## src/rtl/burst_pkg.sv

```systemverilog
package burst_pkg;

    typedef enum logic [2:0] {
        SPAN_1    = 3'd0,
        SPAN_2    = 3'd1,
        SPAN_4    = 3'd2,
        SPAN_8    = 3'd3,
        SPAN_PAGE = 3'd4
    } span_e;

    typedef enum logic {
        ORD_SEQ = 1'b0,
        ORD_ILV = 1'b1
    } order_e;

    typedef struct packed {
        span_e  span;
        order_e order;
    } burst_mode_t;

    // Length code to span; reserved codes fall back to a single beat.
    function automatic span_e code_to_span(input logic [2:0] code);
        case (code)
            3'd1:    return SPAN_2;
            3'd2:    return SPAN_4;
            3'd3:    return SPAN_8;
            3'd7:    return SPAN_PAGE;
            default: return SPAN_1;
        endcase
    endfunction

    // Number of low column bits the span occupies (page handled separately).
    function automatic int unsigned span_bits(input span_e s);
        case (s)
            SPAN_2:  return 1;
            SPAN_4:  return 2;
            SPAN_8:  return 3;
            default: return 0;
        endcase
    endfunction

endpackage

```

## src/rtl/burst_mode_decode.sv

```systemverilog
module burst_mode_decode
    import burst_pkg::*;
(
    input  logic [2:0]  len_code_i,
    input  logic        order_i,
    output burst_mode_t mode_o
);
    span_e span_w;

    always_comb begin
        span_w       = code_to_span(len_code_i);
        mode_o.span  = span_w;
        // Page-long bursts only exist in sequential order.
        mode_o.order = (span_w == SPAN_PAGE || !order_i) ? ORD_SEQ : ORD_ILV;
    end
endmodule

```

## src/rtl/burst_span_mask.sv

```systemverilog
module burst_span_mask
    import burst_pkg::*;
#(
    parameter int unsigned COL_W = 10
) (
    input  span_e              span_i,
    output logic [COL_W-1:0]   mask_o
);
    int unsigned nbits;

    always_comb nbits = span_bits(span_i);

    for (genvar b = 0; b < COL_W; b++) begin : g_bit
        assign mask_o[b] = (span_i == SPAN_PAGE) || (b < nbits);
    end
endmodule

```

## src/rtl/burst_beat_seq.sv

```systemverilog
module burst_beat_seq
    import burst_pkg::*;
#(
    parameter int unsigned COL_W = 10
) (
    input  logic             clk,
    input  logic             rst,
    input  logic             start_i,
    input  logic             term_i,
    input  logic [COL_W-1:0] start_col_i,
    input  burst_mode_t      mode_i,
    input  logic [COL_W-1:0] mask_i,
    output logic             valid_o,
    output logic             last_o,
    output logic [COL_W-1:0] beat_o,
    output logic [COL_W-1:0] anchor_o,
    output logic [COL_W-1:0] mask_o,
    output order_e           order_o
);
    logic             valid_q;
    logic [COL_W-1:0] beat_q;
    logic [COL_W-1:0] anchor_q;
    logic [COL_W-1:0] mask_q;
    order_e           order_q;
    logic             final_beat;
    logic             accept;

    always_comb begin
        // The beat index reaches the mask value on the final beat: span - 1.
        final_beat = valid_q && ((beat_q == mask_q) || term_i);
        accept     = start_i && (!valid_q || final_beat);
    end

    always_ff @(posedge clk) begin
        if (rst) begin
            valid_q  <= 1'b0;
            beat_q   <= '0;
            anchor_q <= '0;
            mask_q   <= '0;
            order_q  <= ORD_SEQ;
        end else if (accept) begin
            valid_q  <= 1'b1;
            beat_q   <= '0;
            anchor_q <= start_col_i;
            mask_q   <= mask_i;
            order_q  <= mode_i.order;
        end else if (final_beat) begin
            valid_q  <= 1'b0;
        end else if (valid_q) begin
            beat_q   <= beat_q + COL_W'(1);
        end
    end

    assign valid_o  = valid_q;
    assign last_o   = final_beat;
    assign beat_o   = beat_q;
    assign anchor_o = anchor_q;
    assign mask_o   = mask_q;
    assign order_o  = order_q;

    assert_start_begins_R3: assert property (@(posedge clk) disable iff (rst)
        accept |=> (valid_q && beat_q == '0));

    assert_midburst_steady_R10: assert property (@(posedge clk) disable iff (rst)
        (valid_q && !final_beat) |=> (valid_q && beat_q == $past(beat_q) + COL_W'(1)
                                      && anchor_q == $past(anchor_q)));

    assert_end_drops_R8: assert property (@(posedge clk) disable iff (rst)
        (final_beat && !start_i) |=> !valid_q);

    assert_beat_in_span_R2: assert property (@(posedge clk) disable iff (rst)
        valid_q |-> ((beat_q & ~mask_q) == '0));
endmodule

```

## src/rtl/burst_col_order.sv

```systemverilog
module burst_col_order
    import burst_pkg::*;
#(
    parameter int unsigned COL_W = 10
) (
    input  logic             clk,
    input  logic             rst,
    input  logic             valid_i,
    input  logic [COL_W-1:0] anchor_i,
    input  logic [COL_W-1:0] mask_i,
    input  logic [COL_W-1:0] beat_i,
    input  order_e           order_i,
    output logic [COL_W-1:0] col_o
);
    logic [COL_W-1:0] low_start;
    logic [COL_W-1:0] offset;

    always_comb begin
        low_start = anchor_i & mask_i;
        if (order_i == ORD_ILV)
            offset = low_start ^ beat_i;
        else
            offset = low_start + beat_i;
        col_o = (anchor_i & ~mask_i) | (offset & mask_i);
    end

    // Columns never leave the aligned block of the start column.
    assert_stays_in_block_R4: assert property (@(posedge clk) disable iff (rst)
        valid_i |-> ((col_o & ~mask_i) == (anchor_i & ~mask_i)));
endmodule

```

## src/rtl/sdram_burst_addr_gen.sv

```systemverilog
module sdram_burst_addr_gen
    import burst_pkg::*;
#(
    parameter int unsigned COL_W = 10
) (
    input  logic             clk,
    input  logic             rst,
    input  logic             start_i,
    input  logic [COL_W-1:0] start_col_i,
    input  logic [2:0]       len_code_i,
    input  logic             order_i,
    input  logic             term_i,
    output logic [COL_W-1:0] col_o,
    output logic             valid_o,
    output logic             last_o
);
    burst_mode_t      mode_w;
    logic [COL_W-1:0] req_mask;
    logic [COL_W-1:0] beat_w;
    logic [COL_W-1:0] anchor_w;
    logic [COL_W-1:0] live_mask;
    order_e           live_order;

    burst_mode_decode u_decode (
        .len_code_i (len_code_i),
        .order_i    (order_i),
        .mode_o     (mode_w)
    );

    burst_span_mask #(.COL_W(COL_W)) u_mask (
        .span_i (mode_w.span),
        .mask_o (req_mask)
    );

    burst_beat_seq #(.COL_W(COL_W)) u_seq (
        .clk         (clk),
        .rst         (rst),
        .start_i     (start_i),
        .term_i      (term_i),
        .start_col_i (start_col_i),
        .mode_i      (mode_w),
        .mask_i      (req_mask),
        .valid_o     (valid_o),
        .last_o      (last_o),
        .beat_o      (beat_w),
        .anchor_o    (anchor_w),
        .mask_o      (live_mask),
        .order_o     (live_order)
    );

    burst_col_order #(.COL_W(COL_W)) u_order (
        .clk      (clk),
        .rst      (rst),
        .valid_i  (valid_o),
        .anchor_i (anchor_w),
        .mask_i   (live_mask),
        .beat_i   (beat_w),
        .order_i  (live_order),
        .col_o    (col_o)
    );

    assert_last_with_valid_R8: assert property (@(posedge clk) disable iff (rst)
        last_o |-> valid_o);

    assert_term_ends_R9: assert property (@(posedge clk) disable iff (rst)
        (valid_o && term_i) |-> last_o);

    assert_seq_step_R4: assert property (@(posedge clk) disable iff (rst)
        (valid_o && !last_o && live_order == ORD_SEQ) |=>
        ((col_o & live_mask) == (($past(col_o) + COL_W'(1)) & live_mask)));

    assert_back_to_back_R10: assert property (@(posedge clk) disable iff (rst)
        (last_o && start_i) |=> (valid_o && col_o == $past(start_col_i)));
endmodule

```

## config.mk

```make
export PLATFORM = sky130hd
export DESIGN_NAME = sdram_burst_addr_gen
export DESIGN_NICKNAME = d
export VERILOG_FILES = /design/src/rtl/burst_pkg.sv /design/src/rtl/burst_mode_decode.sv /design/src/rtl/burst_span_mask.sv /design/src/rtl/burst_beat_seq.sv /design/src/rtl/burst_col_order.sv /design/src/rtl/sdram_burst_addr_gen.sv
export SDC_FILE = /design/constraint.sdc
export NUM_CORES = 1
export LEC_CHECK = 0
export ABC_AREA = 1
export BUFFER_PORTS_ARGS = -buffer_cell sky130_fd_sc_hd__buf_2
export CELL_PAD_IN_SITES_DETAIL_PLACEMENT = 1
export CELL_PAD_IN_SITES_GLOBAL_PLACEMENT = 1
export CORE_MARGIN = 10
export CORE_UTILIZATION = 40
export CTS_CLUSTER_SIZE = 16
export DETAILED_ROUTE_END_ITERATION = 7
export HOLD_SLACK_MARGIN = 0.12
export PLACE_DENSITY = 0.8
export SKIP_LAST_GASP = 1
export SYNTH_ARGS = -nofsm -noshare
export SYNTH_HDL_FRONTEND = slang
export SYNTH_SLANG_ARGS = --single-unit
export TNS_END_PERCENT = 5
```

## constraint.sdc

```tcl
create_clock -name clk -period 2 [get_ports clk]
set_input_delay 0.2 -clock clk [delete_from_list [all_inputs] [get_ports clk]]
set_output_delay 0.2 -clock clk [all_outputs]
set_load 0.005 [all_outputs]
```

==> impl_metrics.py <==
metrics = {
    "worst_setup_path": {
        "start_kind": "register",
        "r2r_cells": 13,
        "cp.arrival_ns": 2.04,
        "worstPathRequired_ns": 1.80,
        "worstPathMaxFanout": 2,
        "endpoint_kind": "output port",
        "path_class": "reg -> out",
    },
    "floorplanning": {
        "start_util_pct": 41.6,
        "dieWidth_um": 90.5,
        "core-area_mm2": 0.00479,
        "pin_count": 30,
        "die_h_um": 90.5,
        "dieArea_mm2": 0.00819,
        "rows": 25,
    },
    "final_layout": {
        "final_common_cell": "nand2_1",
        "layout_common_cells": "89 x nand2_1, 29 x buf_2, 26 x inv_1, 26 x nor2_1, 20 x dfxtp_1",
        "diodes": 0,
        "instances_no_fill": 410,
        "areaGrowthSynthToFinish_pct": 24.5,
        "drive_gt1_share_pct": 27.1,
        "nNetsFinal": 373,
    },
    "synth": {
        "synth-compound-area-share_pct": 12.6,
        "synth.area.top_cells": "dfxtp_1 26%, nand2_1 18%, ha_1 6.3%, nand3_1 5.3%, inv_1 5.1%",
        "yosys.area_share.adder_pct": 7.30,
        "mappedNetlistNets": 335,
        "yosys.area.top_type": "dfxtp_1",
        "synth_cell_types": 28,
        "syn_area_per_cell_um2": 6.50,
        "yosysTopAreaCellShare_pct": 26.2,
        "ys.flop_type": "dfxtp_1",
        "synth_edf_count": 0,
        "syn-instance-count": 306,
        "synth_top_family_by_area": "simple AND/OR/NAND/NOR gates",
        "ys_seq_area_share_pct": 26.2,
        "yosysWarnings": 0,
        "ys_ff_latch": 26,
        "synthArstFlopShare_pct": 0,
        "synth_xor_area_share_pct": 4.84,
        "netlist_area_mm2": 0.00199,
        "synth-simple-area-share_pct": 40.0,
        "synthMuxAreaShare_pct": 0,
    },
    "global_routing": {
        "antenna_found_initial": 0,
        "grt_max_degree": 26,
        "grt_pass1_wl_mm": 10.8,
        "overflow": 0,
        "grt_pass1_vias": 2310,
        "grt_usage_pct": 15.3,
    },
    "route": {
        "met2WireLength_mm": 3.15,
        "antenna_left": 0,
        "num_vias": 2154,
        "route.met3.wl_um": 240,
        "drtIter0Drc": 101,
        "top_layer": "met4",
        "wirelength_mm": 6.38,
        "post-route-drc-count": 0,
        "drt-met1-wl_mm": 2.85,
        "avgViaCountPerCell": 5.25,
        "firstDrtPassIters": 4,
        "avgRoutedWirePerCell_um": 15.5,
    },
    "place": {
        "dp_hpwl_mm": 4.43,
        "gp_congestion": 0.798,
        "place.port_buffers": 29,
        "place_inst": 400,
        "dp_slack_ns": -0.0339,
    },
    "outcome": {
        "failed_checks": "setup timing",
        "status": "complete, but fails checks",
    },
    "clocking": {
        "cts_sinks": 26,
        "clkTransAtPathRegs_ns": 0.11,
        "clk-insertion-delay-late_ns": 0.29,
        "htreeDepth": 1,
        "clock_path_buffers": 2,
        "numCtsBuffers": 3,
        "cts_tree": "done",
        "cts-root-buf": "clkbuf_8",
    },
    "min_path": {
        "min_delay_path_depth": 3,
        "hp-class": "in -> reg",
    },
    "power_and_ir_drop": {
        "irDropWorstVdd_mv": 0.332,
        "powerDensity_mw_per_mm2": 521,
        "leakage_nw": 1.16,
    },
    "timing": {
        "worst_pin_slew_ns": 0.498,
        "finalSetupViolations": 7,
        "maxClockFrequency_ghz": 0.446,
        "finalMaxSlewViolations": 0,
        "period_needed_ns": 2.24,
        "finalHoldViolCount": 0,
        "final_min_period_over_clock_period_pct": 112,
        "slew-limit-headroom_pct": 66.6,
        "finalWorstSetupSlack_ns": -0.242,
        "skew_ns": 0.0175,
        "rsz0062_at_grt": "true",
    },
    "flow_run": {
        "cap_violations": 0,
    },
}
## repair_timing
item	in CTS	in global routing
gates resized for setup	17	16
hold buffers	1	0
endpoints found under the setup margin	9	20
endpoints found under the hold margin	1	0
pin swaps	4	8
buffers inserted	2	3
## flip-flops by register name, summed over array words and instances, names as in the netlist
register	count
u_seq.mask_o	4
u_seq.order_o	1
u_seq.beat_o	10
u_seq.valid_o	1
u_seq.anchor_o	10
## through the flow
| stage | setup TNS, ns | utilization [%] | hold slack [ns] | total power [mW] | cell area [um^2] |
|---|---|---|---|---|---|
| floorplan | 0 | - | 0.269 | 0.735 | 1990 |
| global placement | 0 | 46.8 | 0.376 | 0.823 | 2240 |
| detailed placement | -0.0339 | 46.8 | 0.380 | 0.830 | 2240 |
| CTS | -1.33 | 50.0 | 0.192 | 1.29 | 2390 |
| global route | -2.72 | 51.7 | 0.218 | 1.37 | 2480 |
| finish | -1.21 | 51.7 | 0.193 | 1.29 | 2480 |
## worst max-delay path, stage by stage, from the launching register on
cell     delay [ns]
dfxtp_2        0.34
nand2_2        0.06
inv_2          0.04
ha_4           0.15
fa_2           0.35
nand3_2        0.09
nand2_2        0.08
nand3_2        0.07
nand2_2        0.06
nand2_1        0.08
xor2_1         0.17
o21ai_0        0.11
buf_2          0.15
## cells in the mapped netlist (2+ instances only)
cell type  number
nand2_4         2
a21oi_2        10
nand4_1        12
nand2_1        97
buf_1           2
clkbuf_1        7
buf_6           3
o21ai_0        10
dfxtp_1        26
clkinv_1        2
xor2_1          8
a21oi_1        18
inv_1          27
nand3_1        21
nor2_1         27
xnor2_1         3
nand3b_1       11
ha_1           10
## kinds of logic (layout without fill, tap and decap cells)
| logic type | count (synthesis) | after routing |
|---|---|---|
| adder cells (fa/ha/maj) | 11 | 11 |
| buffers and inverters | 42 | 79 |
| AO/OA/AOI/OAI | 41 | 41 |
| flip-flops | 26 | 26 |
| XOR/XNOR | 11 | 11 |
| AND/OR/NAND/NOR | 175 | 175 |
## final cells by class
type | instances | area, um^2
Sequential cell | 26 | 531
Fill cell | 667 | 2310
Multi-Input combinational cell | 238 | 1390
Clock inverter | 1 | 30.0
Timing Repair Buffer | 46 | 288
Clock buffer | 3 | 41.3
Tap cell | 67 | 83.8
Inverter | 29 | 109
## per-layer routing
layer / vias to the layer above / GRT usage, %
li1: 1065 / -
met5: - / 0
met3: 14 / 3.08
met1: 1032 / 17.9
met4: 0 / 5.44
met2: 43 / 26.8
## power by group
| part | switching (mW) | internal [mW] |
|---|---|---|
| Sequential | 0.0297 | 0.545 |
| Clock | 0.183 | 0.268 |
| Combinational | 0.157 | 0.108 |
## path summary, 6_finish.rpt
path	start	end	slack (ns)
setup / recovery	u_seq.mask_o[0]$_SDFFE_PP0P_	col_o[6]	-0.24
hold / removal	order_i	u_seq.order_o$_SDFFE_PP0P_	0.19
setup reg to reg	u_seq.beat_o[0]$_SDFFE_PP0P_	u_seq.anchor_o[4]$_SDFFE_PP0P_	0.10
hold reg to reg	u_seq.order_o$_SDFFE_PP0P_	u_seq.order_o$_SDFFE_PP0P_	0.51
Note: power is estimated with default switching activity, not from simulation.
